===== config.mk =====
export PLATFORM = sky130hd
export DESIGN_NAME = lic_idbase_regs
export DESIGN_NICKNAME = d
export VERILOG_FILES = /design/src/rtl/lic_pkg.sv /design/src/rtl/lic_base_id.sv /design/src/rtl/lic_init_ctx.sv /design/src/rtl/lic_rd_mux.sv /design/src/rtl/lic_idbase_regs.sv
export SDC_FILE = /design/constraint.sdc
export NUM_CORES = 1
export LEC_CHECK = 0
export BUFFER_PORTS_ARGS = -buffer_cell sky130_fd_sc_hd__buf_2
export CORE_MARGIN = 2
export CORE_UTILIZATION = 35
export DETAILED_ROUTE_END_ITERATION = 8
export HOLD_SLACK_MARGIN = 0.05
export PLACE_DENSITY_LB_ADDON = 0.12
export SLEW_MARGIN = 30
export SYNTH_ARGS = -nofsm -noshare
export SYNTH_HDL_FRONTEND = slang
export SYNTH_SLANG_ARGS = --single-unit

===== constraint.sdc =====
create_clock -name clk -period 2.75 [get_ports clk]
set_clock_uncertainty 0.1 [all_clocks]
set_input_delay 0.4125 -clock clk [delete_from_list [all_inputs] [get_ports clk]]
set_output_delay 0.4125 -clock clk [all_outputs]
set_load 0.01 [all_outputs]

===== src/rtl/lic_pkg.sv =====
package lic_pkg;
  localparam int BSP_BIT = 8;
  localparam int EXT_BIT = 10;
  localparam int EN_BIT  = 11;
  localparam logic [63:0] DEF_BASE = 64'h0000_0000_FEE0_0000;
  localparam int LVT_MASK_BIT = 16;
  localparam logic [31:0] LVT_RST = 32'h0001_0000;
  localparam logic [7:0] SPUR_RST = 8'hFF;
  localparam logic [3:0] DFMT_RST = 4'hF;

  localparam int SEL_BASE  = 0;
  localparam int SEL_ID    = 1;
  localparam int SEL_WID   = 2;
  localparam int SEL_TPR   = 3;
  localparam int SEL_SPUR  = 4;
  localparam int SEL_LDEST = 5;
  localparam int SEL_DFMT  = 6;
  localparam int SEL_ESR   = 7;
  localparam int SEL_ICR   = 8;
  localparam int SEL_LVT0  = 9;
endpackage


===== src/rtl/lic_base_id.sv =====
module lic_base_id import lic_pkg::*; #(
  parameter logic [31:0] RESET_ID  = 32'h0000_0123,
  parameter bit          RESET_BSP = 1'b1
) (
  input  logic        clk,
  input  logic        rst,
  input  logic        full_rst,
  input  logic        wr_base,
  input  logic        wr_id,
  input  logic        wr_wid,
  input  logic        id_locked,
  input  logic        bsp_req,
  input  logic        bsp_val,
  input  logic [63:0] wdata,
  output logic [63:0] base_q,
  output logic [31:0] init_id_q,
  output logic [7:0]  work_id_q
);
  localparam logic [63:0] EN_MASK  = 64'd1 << EN_BIT;
  localparam logic [63:0] BSP_MASK = 64'd1 << BSP_BIT;

  logic [63:0] base_nx;
  logic        ext_rise;

  always_comb begin
    base_nx = wr_base ? wdata : base_q;
    if (bsp_req) base_nx[BSP_BIT] = bsp_val;
  end

  assign ext_rise = wr_base && !base_q[EXT_BIT] && wdata[EXT_BIT];

  always_ff @(posedge clk) begin
    if (rst) begin
      base_q    <= DEF_BASE | EN_MASK | (RESET_BSP ? BSP_MASK : 64'd0);
      init_id_q <= RESET_ID;
      work_id_q <= RESET_ID[7:0];
    end else if (full_rst) begin
      base_q    <= DEF_BASE | EN_MASK | (base_q & BSP_MASK);
      work_id_q <= init_id_q[7:0];
    end else begin
      base_q <= base_nx;
      if (ext_rise) begin
        work_id_q <= init_id_q[7:0];
      end else if (wr_id && !id_locked) begin
        init_id_q <= wdata[31:0];
        work_id_q <= wdata[7:0];
      end else if (wr_wid) begin
        work_id_q <= wdata[7:0];
      end
    end
  end
endmodule


===== src/rtl/lic_init_ctx.sv =====
module lic_init_ctx import lic_pkg::*; #(
  parameter int  NUM_LVT   = 6,
  parameter int  SEL_W     = 4,
  parameter bit  RESET_BSP = 1'b1
) (
  input  logic                    clk,
  input  logic                    rst,
  input  logic                    clear,
  input  logic                    bsp_now,
  input  logic                    we,
  input  logic [SEL_W-1:0]        sel,
  input  logic [63:0]             wdata,
  output logic [7:0]              tpr_q,
  output logic [7:0]              spur_q,
  output logic [7:0]              ldest_q,
  output logic [3:0]              dfmt_q,
  output logic [31:0]             esr_q,
  output logic [63:0]             icr_q,
  output logic [NUM_LVT-1:0][31:0] lvt_q,
  output logic                    wait_q
);
  logic [NUM_LVT-1:0] lvt_hit;

  for (genvar g = 0; g < NUM_LVT; g++) begin : g_lvt_dec
    assign lvt_hit[g] = we && (sel == SEL_W'(SEL_LVT0 + g));
  end

  always_ff @(posedge clk) begin
    if (rst || clear) begin
      tpr_q   <= '0;
      spur_q  <= SPUR_RST;
      ldest_q <= '0;
      dfmt_q  <= DFMT_RST;
      esr_q   <= '0;
      icr_q   <= '0;
      for (int i = 0; i < NUM_LVT; i++) lvt_q[i] <= LVT_RST;
    end else begin
      if (we && sel == SEL_W'(SEL_TPR))   tpr_q   <= wdata[7:0];
      if (we && sel == SEL_W'(SEL_SPUR))  spur_q  <= wdata[7:0];
      if (we && sel == SEL_W'(SEL_LDEST)) ldest_q <= wdata[7:0];
      if (we && sel == SEL_W'(SEL_DFMT))  dfmt_q  <= wdata[3:0];
      if (we && sel == SEL_W'(SEL_ESR))   esr_q   <= wdata[31:0];
      if (we && sel == SEL_W'(SEL_ICR))   icr_q   <= wdata;
      for (int i = 0; i < NUM_LVT; i++) begin
        if (lvt_hit[i]) lvt_q[i] <= wdata[31:0];
      end
    end
  end

  always_ff @(posedge clk) begin
    if (rst)        wait_q <= !RESET_BSP;
    else if (clear) wait_q <= !bsp_now;
  end
endmodule


===== src/rtl/lic_rd_mux.sv =====
module lic_rd_mux import lic_pkg::*; #(
  parameter int NUM_LVT = 6,
  parameter int SEL_W   = 4
) (
  input  logic                     clk,
  input  logic                     rst,
  input  logic [SEL_W-1:0]         sel,
  input  logic [63:0]              base_q,
  input  logic [31:0]              init_id_q,
  input  logic [7:0]               work_id_q,
  input  logic [7:0]               tpr_q,
  input  logic [7:0]               spur_q,
  input  logic [7:0]               ldest_q,
  input  logic [3:0]               dfmt_q,
  input  logic [31:0]              esr_q,
  input  logic [63:0]              icr_q,
  input  logic [NUM_LVT-1:0][31:0] lvt_q,
  output logic [63:0]              rdata_q
);
  logic [63:0] mux;

  always_comb begin
    mux = '0;
    if (sel == SEL_W'(SEL_BASE)) mux = base_q;
    if (sel == SEL_W'(SEL_ID))
      mux = base_q[EXT_BIT] ? {32'd0, init_id_q} : {56'd0, work_id_q};
    if (sel == SEL_W'(SEL_WID))   mux = {56'd0, work_id_q};
    if (sel == SEL_W'(SEL_TPR))   mux = {56'd0, tpr_q};
    if (sel == SEL_W'(SEL_SPUR))  mux = {56'd0, spur_q};
    if (sel == SEL_W'(SEL_LDEST)) mux = {56'd0, ldest_q};
    if (sel == SEL_W'(SEL_DFMT))  mux = {60'd0, dfmt_q};
    if (sel == SEL_W'(SEL_ESR))   mux = {32'd0, esr_q};
    if (sel == SEL_W'(SEL_ICR))   mux = icr_q;
    for (int i = 0; i < NUM_LVT; i++) begin
      if (sel == SEL_W'(SEL_LVT0 + i)) mux = {32'd0, lvt_q[i]};
    end
  end

  always_ff @(posedge clk) begin
    if (rst) rdata_q <= '0;
    else     rdata_q <= mux;
  end
endmodule


===== src/rtl/lic_idbase_regs.sv =====
module lic_idbase_regs import lic_pkg::*; #(
  parameter int          NUM_LVT   = 6,
  parameter logic [31:0] RESET_ID  = 32'h0000_0123,
  parameter bit          RESET_BSP = 1'b1,
  parameter int          SEL_W     = $clog2(SEL_LVT0 + NUM_LVT)
) (
  input  logic             clk,
  input  logic             rst,
  input  logic             full_rst_i,
  input  logic             init_rst_i,
  input  logic             cfg_lock_i,
  input  logic             bsp_req_i,
  input  logic             bsp_val_i,
  input  logic             reg_we_i,
  input  logic [SEL_W-1:0] reg_sel_i,
  input  logic [63:0]      reg_wdata_i,
  output logic [63:0]      reg_rdata_o,
  output logic [7:0]       cur_id_o,
  output logic             wait_sipi_o
);
  logic                     we_eff;
  logic [63:0]              base_q;
  logic [31:0]              init_id_q;
  logic [7:0]               work_id_q;
  logic [7:0]               tpr_q, spur_q, ldest_q;
  logic [3:0]               dfmt_q;
  logic [31:0]              esr_q;
  logic [63:0]              icr_q;
  logic [NUM_LVT-1:0][31:0] lvt_q;

  assign we_eff = reg_we_i && !full_rst_i && !init_rst_i;

  lic_base_id #(.RESET_ID(RESET_ID), .RESET_BSP(RESET_BSP)) base_u (
    .clk(clk), .rst(rst), .full_rst(full_rst_i),
    .wr_base(we_eff && reg_sel_i == SEL_W'(SEL_BASE)),
    .wr_id(we_eff && reg_sel_i == SEL_W'(SEL_ID)),
    .wr_wid(we_eff && reg_sel_i == SEL_W'(SEL_WID)),
    .id_locked(cfg_lock_i), .bsp_req(bsp_req_i), .bsp_val(bsp_val_i),
    .wdata(reg_wdata_i), .base_q(base_q), .init_id_q(init_id_q),
    .work_id_q(work_id_q)
  );

  lic_init_ctx #(.NUM_LVT(NUM_LVT), .SEL_W(SEL_W), .RESET_BSP(RESET_BSP)) ctx_u (
    .clk(clk), .rst(rst), .clear(full_rst_i || init_rst_i),
    .bsp_now(base_q[BSP_BIT]), .we(we_eff), .sel(reg_sel_i),
    .wdata(reg_wdata_i), .tpr_q(tpr_q), .spur_q(spur_q), .ldest_q(ldest_q),
    .dfmt_q(dfmt_q), .esr_q(esr_q), .icr_q(icr_q), .lvt_q(lvt_q),
    .wait_q(wait_sipi_o)
  );

  lic_rd_mux #(.NUM_LVT(NUM_LVT), .SEL_W(SEL_W)) rd_u (
    .clk(clk), .rst(rst), .sel(reg_sel_i), .base_q(base_q),
    .init_id_q(init_id_q), .work_id_q(work_id_q), .tpr_q(tpr_q),
    .spur_q(spur_q), .ldest_q(ldest_q), .dfmt_q(dfmt_q), .esr_q(esr_q),
    .icr_q(icr_q), .lvt_q(lvt_q), .rdata_q(reg_rdata_o)
  );

  assign cur_id_o = work_id_q;
endmodule


Word-level counts from Yosys, hierarchy flattened
Index checks and enable logic that the tools add are counted.

storage, ports and cells
  register bits after elaboration = 485
  bits in latches = 0
  bits in writable memories = 0
  memory bits (read-only) = 0
  bits of input ports = 76
  memories kept = 0

cells by class
  $add $sub $neg = 0
  $mul = 0
  div/mod/pow operators = 0
  $lt $le $gt $ge = 0
  equal/unequal tests = 14
  shift-type cells = 0
  multiplexer cells = 22
  bitwise operators = 2
  reductions and logical operators = 34

operators with widths
  operator                                                         number
  64-bit 2-to-1 mux                                                9
  32-bit 2-to-1 mux                                                7
  8-bit 2-to-1 mux                                                 4
  4-bit == test, second input constant                             7
  1-bit logical AND                                                20
  4-bit by 3-bit == test with 1-bit output, second input constant  4
  9-bit 2-to-1 mux                                                 1
  4-bit by 2-bit == test with 1-bit output, second input constant  2
  7-bit OR reduction                                               1
  1-bit logical NOT                                                5
  4-bit by 1-bit == test with 1-bit output, second input constant  1
  4-bit logical NOT                                                1
  4-bit nonzero test                                               1
  3-bit AND reduction                                              1
  1-bit logical OR                                                 2
  1-bit NOT                                                        2
  2-bit AND reduction                                              1
  2-bit nonzero test                                               1
  2-bit OR reduction                                               1
  1-bit 2-to-1 mux                                                 1

Depth between registers and ports, before layout
Gate-level depths: netlist of the first run.

  depth after elaboration = 16
  depth in mapped cells = 9

Modules after synthesis
Synthesis of the first run repeated with hierarchy kept, for this count alone.

unflattened totals
  cells, all modules = 2,291
  area total of the unflattened synthesis = 21,443.1 µm²

by module, submodules not included
  module           times used  cells each  area each (µm²)  sequential area each (µm²)
  lic_init_ctx     1           1,129       11,472.3         6,346.1
  lic_rd_mux       1           742         5,899.4          1,281.2
  lic_base_id      1           412         4,012.6          2,082.0
  lic_idbase_regs  1           8           58.8             0.0

Least setup slack after synthesis of the first run
No wires, ideal clock.

  path kind = input port to flip-flop
  from = in full_rst_i
  to = reg base_u.init_id_q[20]
  setup time = 132 ps
  arrival = 1,709 ps
  required time = 2,518 ps
  path slack = 809 ps
  stages on the path = 8
  cells stage by stage = buf_2 > nor2_4 > nand2_4 > or4_1 > buf_2 > buf_6 > nand2_1 > a21oi_1

on the way
  longest elaborated chain between the ends = 8
  elaborated cells between the ends (all ways) = 11
  those cells by class = bitwise: 2; reduce/logical: 9

RTL lines
  item                                    RTL line               source
  start: declaration                      lic_idbase_regs.sv:9   input logic full_rst_i,
  1-bit logical NOT                       lic_idbase_regs.sv:31  assign we_eff = reg_we_i && !full_rst_i && !init_rst_i;
  1-bit logical AND (2 in series)         lic_idbase_regs.sv:31
  1-bit logical AND                       lic_idbase_regs.sv:35  .wr_base(we_eff && reg_sel_i == SEL_W'(SEL_BASE)),
  1-bit logical AND (2 in series)         lic_base_id.sv:30      assign ext_rise = wr_base && !base_q[EXT_BIT] && wdata[EXT_BIT];
  1-bit NOT (no source line)              --
  3-bit AND reduction (no source line) *  --
  end signal: assignment                  lic_base_id.sv:45      init_id_q <= wdata[31:0];
  end: declaration                        lic_base_id.sv:16      output logic [31:0] init_id_q,

Mark *: on every way between the ends. The rest lies on a longest branch, timed or not.
A chain may end at the register's enable or synchronous reset.

Final worst setup path of the first run
  from = in full_rst_i
  to = reg base_u.base_q[8]

on the way
  longest elaborated chain between the ends = 6
  elaborated cells between the ends (all ways) = 7
  those cells by class = bitwise: 1; reduce/logical: 6

RTL lines
  item                                    RTL line               source
  1-bit logical NOT                       lic_idbase_regs.sv:31
  1-bit logical AND (2 in series)         lic_idbase_regs.sv:31
  1-bit logical AND                       lic_idbase_regs.sv:35
  2-bit nonzero test (no source line)     --
  2-bit AND reduction (no source line) *  --
  end signal: assignment                  lic_base_id.sv:34      base_q <= DEF_BASE | EN_MASK | (RESET_BSP ? BSP_MASK : 64'd0);
  end signal: assignment                  lic_base_id.sv:38      base_q <= DEF_BASE | EN_MASK | (base_q & BSP_MASK);
  end signal: assignment                  lic_base_id.sv:41      base_q <= base_nx;
  end: declaration                        lic_base_id.sv:15      output logic [63:0] base_q,

Marked as above.

==> impl_metrics.env, run 1 <==
export IMPL_status="completed"
export IMPL_wl_mm=77.49
export IMPL_hpwl_mm=49.68
export IMPL_postPlaceCellArea_um2=22130
export IMPL_drive_gt1_share_pct=14.68
export IMPL_dieArea_um2=59910
export IMPL_synth_cells=2611
export IMPL_syn2layout_area_growth_pct=20.19
export IMPL_powerDensity_nw_per_um2=633.1
export IMPL_core_area_um2=57480
export IMPL_cpPeakStageDelay_ns=0.56
export IMPL_path_class="input port to register"
export IMPL_cts_tree="done"
export IMPL_clockBufferDepth=3
export IMPL_finalSetupTns_ns=0
export IMPL_fmax_mhz=395.4
export IMPL_io_pin_count=149
export IMPL_min_path_type="input port to register"
export IMPL_yosys_warnings=0
export IMPL_wire_per_inst_um=21.86
export IMPL_synth_area_um2=20290
export IMPL_ys_seq_elements=485
export IMPL_required_ns=3.19
export IMPL_worstMarginPinSlew_ns=0.8727
export IMPL_vias=19310
export IMPL_num_rows=88
export IMPL_fin_crit_sh_pct=91.96
export IMPL_drt_vias_per_instance=5.447
export IMPL_synth_top_area_share_pct=47.86
export IMPL_finalSetupViolCount=0
export IMPL_cts_made_buffers=53
export IMPL_grt_antenna_before_repair=1
export IMPL_endpoint_kind="register"
export IMPL_synth_top_cell_by_area="dfxtp_1"
export IMPL_ys_seq_area_share_pct=47.86
export IMPL_crit_fanout=20
export IMPL_synth_edf_count=0
export IMPL_port_buffers=148
export IMPL_start_util_pct=35.30
export IMPL_use_met1_pct=34.34
export IMPL_die_w_um=244.8
export IMPL_cts_sinks=485
export IMPL_critPathArrivalTime_ns=2.97
export IMPL_start_kind="input port"
export IMPL_grt_use_met2_pct=41.31
export IMPL_drv_slew=0
export IMPL_rsz0062_at_grt="false"
export IMPL_final_common_cell="nand2_1"
export IMPL_die_h_um=244.8
export IMPL_final_cell_mix="nand2_1 (841), dfxtp_1 (485), a21oi_1 (443)"
export IMPL_slew_headroom_pct=41.61
export IMPL_dr_first_iter_drc_count=1807
export IMPL_fin_crit_ns=2.529
export IMPL_synthArstFlopShare_pct=0
export IMPL_whs_ns=0.07476
export IMPL_antenna_cells=0
export IMPL_grt_ovfl_total=0
export IMPL_cts_setup_buffers=0
export IMPL_crit_slowest_cell="dlygate4sd3_1"
export IMPL_cap_violations=0
export IMPL_fin_area_um2=24380
export IMPL_cts_max_level=2
export IMPL_postRouteAntennaNets=0
export IMPL_grt_max_degree=127
export IMPL_top_usage_layer="met2"
export IMPL_yosys_cell_types_count=70
export IMPL_grt_use_met3_pct=4.067
export IMPL_cts_repair_resize_count=0
export IMPL_ir_drop_uv=445.0
export IMPL_avgSynthCellArea_um2=7.770
export IMPL_drc=0
export IMPL_root_buffer="clkbuf_16"
export IMPL_hold_viol_final=0
export IMPL_synth_ff_type="dfxtp_1"
export IMPL_synth_area_leaders="dfxtp_1 (48%), nand2_1 (16%), a21oi_1 (11%)"
export IMPL_syn_nets=2687
export IMPL_cts_clk_slew_worst_paths_ns=0.06
export IMPL_place_congestion=0.8524
export IMPL_clock_latency_ns=0.61
export IMPL_postCtsHoldBufs=47
export IMPL_crit_chain="dlygate4sd3_1 > buf_2 > nor3b_2 > buf_4 > nand2_2 > buf_4 > nor3b_1 > a21oi_1 > dlygate4sd3_1 > o21ai_1"
export IMPL_grt_pass1_vias=18540
export IMPL_drt_pass1_iterations=6
export IMPL_grtUsageTotal_pct=25.36
export IMPL_grt_pass1_wl_mm=116.9
export IMPL_leakagePower_nw=8.476
export IMPL_nets=2815
-- cell type report --
cell class / instances / area [um^2]
Fill cell: 5802 / 33090
Sequential cell: 485 / 9709
Multi-Input combinational cell: 1874 / 9493
Timing Repair Buffer: 317 / 2410
Clock buffer: 79 / 1617
Tap cell: 765 / 957.2
Clock inverter: 17 / 166.4
Inverter: 8 / 30.03
-- worst max-delay path, delay by kind of cell --
family,cells,cell delay (ns)
AOI/OAI and AO/OA,2,0.17
buffers and inverters,5,1.87
and+or+nand+nor,3,0.50
-- report_power, final --
part	internal (mW)	total, mW	switching [mW]	leakage [nW]
sequential	7.05	7.07	0.0190	3.91
combinational	0.336	1.06	0.728	3.68
clock	4.32	7.30	2.98	0.890
total	11.7	15.4	3.72	8.48
-- worst paths after layout --
check,startpoint,endpoint,slack [ns],cells after the start
min,reg_wdata_i[17],ctx_u.lvt_q[81],0.07,3
max reg2reg,base_u.base_q[10],rd_u.rdata_q[5],0.34,5
max,full_rst_i,base_u.base_q[8],0.22,10
min reg2reg,base_u.base_q[18],base_u.base_q[18],0.35,2
-- cells by family (layout without fill, tap and decap cells) --
group / Yosys count / in the layout / share of synthesized area [%]
AOI/OAI and AO/OA: 762 / 762 / 22.28
buffers and inverters: 252 / 421 / 5.785
DFF: 485 / 485 / 47.86
muxes: 45 / 45 / 2.350
and+or+nand+nor: 1067 / 1067 / 21.72
-- metrics by stage --
stage | power, mW | std cells | util [%] | worst slack [ns]
after floorplan | 7.756 | 2611 | - | 0.8090
after global placement | 8.217 | 3402 | 38.50 | 0.1509
after detailed placement | 8.220 | 3402 | 38.50 | 0.1486
after CTS | 15.58 | 3545 | 42.42 | 0.2687
after global routing | 15.91 | 3545 | 42.42 | 0.1246
final | 15.44 | 3545 | 42.42 | 0.2211
-- synth_stat cells, types with 18 or more instances --
| cell | n |
|---|---|
| a21o_1 | 20 |
| a21oi_1 | 443 |
| a221oi_1 | 19 |
| a22o_1 | 27 |
| a22oi_1 | 61 |
| a31oi_1 | 19 |
| buf_2 | 80 |
| clkbuf_1 | 132 |
| dfxtp_1 | 485 |
| mux2i_1 | 33 |
| nand2_1 | 843 |
| nand3_1 | 41 |
| nor2_1 | 94 |
| o21ai_0 | 71 |
| o21ai_1 | 18 |
-- per-layer routing --
metal  share of wire (%)  wire, um  up-vias
met4                 2.7      2078        2
li1                    -         -     9113
met2                  46     35930      706
met5              0.0090         7        -
met3                 6.5      5073      138
met1                  44     34400     9352
-- flip-flops by register name, indices dropped and copies added (netlist names) --
name and count:
ctx_u.spur_q 8, base_u.base_q 64, base_u.init_id_q 32, ctx_u.dfmt_q 4, ctx_u.icr_q 64, base_u.work_id_q 8, ctx_u.ldest_q 8, ctx_u.esr_q 32
ctx_u.tpr_q 8, rd_u.rdata_q 64, ctx_u.wait_q 1, ctx_u.lvt_q 192
No activity file was read; power rests on OpenSTA's default activity.
==> inputs of run 2 (changes only) <==
- ABC_AREA: not set -> 1
- CORE_MARGIN: 2 -> not set
- RECOVER_POWER: not set -> 25
==> run 2 against run 1 <==
Effect of this change: non-clock buffer count is 51 lower; utilization grew 0.71 points; combinational power fell by 26%; synthesized cell count down 10%; sequential share of layout area up 3.6 points; hold slack better by 0.013 ns; design area shrank 8.3%; first-iteration DRC count down 26%; count of clock-buffer cells in the layout decreased by 1; critical endpoint is now rd_u.rdata_q[29]; largest power group unchanged.
==> impl_metrics.env, run 2 <==
export IMPL_status="completed"
export IMPL_drv_slew=0
export IMPL_die_w_um=232.0
export IMPL_synthArstFlopShare_pct=0
export IMPL_path_class="input port to register"
export IMPL_crit_family="buffers and inverters"
export IMPL_crit_slowest_cell="inv_1"
export IMPL_clockBufferDepth=3
export IMPL_powerDensity_nw_per_um2=681.0
export IMPL_path_common_cell="nand2_1"
export IMPL_fin_crit_ns=2.456
export IMPL_place_worst_setup_slack_ns=0.2301
export IMPL_synth_xor_area_share_pct=0
export IMPL_hold_viol_final=0
export IMPL_grt_antenna_before_repair=1
export IMPL_fin_crit_sh_pct=89.30
export IMPL_num_rows=83
export IMPL_setup_slack_ns=0.2944
export IMPL_grtUsageTotal_pct=23.12
export IMPL_synthMuxAreaShare_pct=0.05406
export IMPL_dieArea_um2=53830
export IMPL_synthTopCellsByCount="dfxtp_1 (485), a21oi_1 (430), o21ai_0 (415)"
export IMPL_ir_drop_uv=520.1
export IMPL_cts_setup_buffers=0
export IMPL_cts_max_level=2
export IMPL_synth_top_family_by_area="compound AO/OA/AOI/OAI gates"
export IMPL_synth_compound_area_share_pct=27.66
export IMPL_synth_ff_type="dfxtp_1"
export IMPL_postRouteAntennaNets=0
export IMPL_required_ns=3.17
export IMPL_endpoint_kind="register"
export IMPL_syn_nets=2416
export IMPL_synth_cells=2340
export IMPL_regArea_um2=9709
export IMPL_port_buffers=148
export IMPL_drt_pass1_iterations=5
export IMPL_synth_area_um2=18520
export IMPL_syn2layout_area_growth_pct=20.71
export IMPL_avgSynthCellArea_um2=7.913
export IMPL_worstMarginPinSlew_ns=1.393
export IMPL_io_pin_count=149
export IMPL_wl_mm=63.31
export IMPL_yosys_warnings=0
export IMPL_synthSimpleGateAreaFrac_pct=13.37
export IMPL_postCtsHoldBufs=48
export IMPL_finalSetupTns_ns=0
export IMPL_core_area_um2=51820
export IMPL_leakagePower_nw=8.800
export IMPL_critPathArrivalTime_ns=2.88
export IMPL_wire_per_inst_um=19.76
export IMPL_largest_reg_flops=192
export IMPL_cp_num_buf_inv=3
export IMPL_vias=17010
export IMPL_drive_gt1_share_pct=12.49
export IMPL_drc=0
export IMPL_crit_fanout=17
export IMPL_min_path_type="input port to register"
export IMPL_fmax_mhz=407.2
export IMPL_drt_vias_per_instance=5.309
export IMPL_fill_cells=5189
export IMPL_cts_made_buffers=54
export IMPL_start_util_pct=35.73
export IMPL_grt_max_degree=63
export IMPL_cts_clk_slew_worst_paths_ns=0.06
export IMPL_cpPeakStageDelay_ns=0.72
export IMPL_r2r_setup_slack_ns=0.51
export IMPL_grt_ovfl_total=0
export IMPL_place_congestion=0.8092
export IMPL_crit_chain="clkbuf_1 > nor2_1 > nand2_1 > inv_1 > clkbuf_1 > nand2_1 > nand2_1 > nand2_1 > nand2_1 > a21oi_1 > nand3_1 > o21ai_0 > a31oi_1"
export IMPL_cts_repair_resize_count=0
export IMPL_grt_pass1_wl_mm=96.49
export IMPL_rsz0062_at_grt="false"
export IMPL_synthAdderAreaFrac_pct=0
export IMPL_grt_pass1_vias=15980
export IMPL_ys_seq_area_share_pct=52.44
export IMPL_multi_input_area_um2=7655
export IMPL_top_register="ctx_u.lvt_q"
export IMPL_cts_sinks=485
export IMPL_die_h_um=232.0
export IMPL_yosysMostFrequentCell="dfxtp_1"
export IMPL_synth_top_cell_by_area="dfxtp_1"
export IMPL_cap_violations=0
export IMPL_hpwl_mm=39.27
export IMPL_dr_first_iter_drc_count=1346
export IMPL_synth_area_leaders="dfxtp_1 (52%), a21oi_1 (12%), o21ai_0 (11%)"
export IMPL_finalSetupViolCount=0
export IMPL_clock_latency_ns=0.62
export IMPL_synth_edf_count=0
export IMPL_slew_headroom_pct=7.161
export IMPL_nets=2555
export IMPL_synth_top_area_share_pct=52.44
export IMPL_final_cell_mix="dfxtp_1 (485), a21oi_1 (430), o21ai_0 (415)"
export IMPL_root_buffer="clkbuf_16"
export IMPL_yosys_cell_types_count=36
export IMPL_final_common_cell="dfxtp_1"
export IMPL_cts_tree="done"
export IMPL_ys_seq_elements=485
export IMPL_start_kind="input port"
[run 2: cell types whose count changed after synthesis, moves of 18 or more]
cell / delta
a21o_1: -20
a22oi_1: -61
nor2_1: +56
a41oi_1: +18
mux2i_1: -32
o21ai_0: +344
buf_2: -28
o211ai_1: +35
a22o_1: -22
inv_1: +74
nand2_1: -489
clkbuf_1: -19
clkinv_1: +25
[run 2: metrics by stage]
stage | instances | util, % | power [mW] | cell area (um^2) | hold WS (ns)
floorplan | 2340 | - | 7.591 | 18520 | 0.3237
global placement | 3055 | 38.94 | 7.963 | 20180 | 0.3444
detailed placement | 3055 | 38.94 | 7.962 | 20180 | 0.3451
CTS | 3203 | 43.35 | 15.39 | 22470 | 0.05889
global route | 3204 | 43.13 | 15.73 | 22350 | 0.1009
finish | 3204 | 43.13 | 15.22 | 22350 | 0.08796
[run 2: cell type report]
type	count	area share (%)
antenna	1	0.01120
clock buffer	78	7.165
clock inverter	22	0.9292
inverter	115	1.931
multi-input combinational	1557	34.25
sequential	485	43.44
tap	680	3.807
timing repair buffer	266	8.470
[run 2: logic make-up (layout without fill, tap and decap cells)]
kind of cell | count (synthesis) | in the layout
compound gates | 955 | 955
buf+inv | 298 | 481
flops | 485 | 485
mux | 1 | 1
other cells | 0 | 1
simple gates | 601 | 601
[run 2: worst paths after layout]
check               startpoint           endpoint  cells after the start
min reg2reg  base_u.base_q[24]  base_u.base_q[24]                      2
max reg2reg  base_u.base_q[10]    rd_u.rdata_q[4]                     13
min                        rst       ctx_u.wait_q                      2
max               reg_sel_i[3]   rd_u.rdata_q[29]                     13
[run 2: power by group]
part / switching, mW / total [mW] / internal, mW
sequential: 0.0195 / 7.08 / 7.06
clock: 3.04 / 7.36 / 4.32
combinational: 0.541 / 0.782 / 0.240
total: 3.60 / 15.2 / 11.6
[run 2: layer usage]
layer	part of all wire (%)	vias to the layer above	track usage, %
met4	2.0	0	6.168
met5	0	-	0
met2	43	547	35.56
met1	49	8089	33.61
met3	5.9	81	3.193
li1	-	8292	-
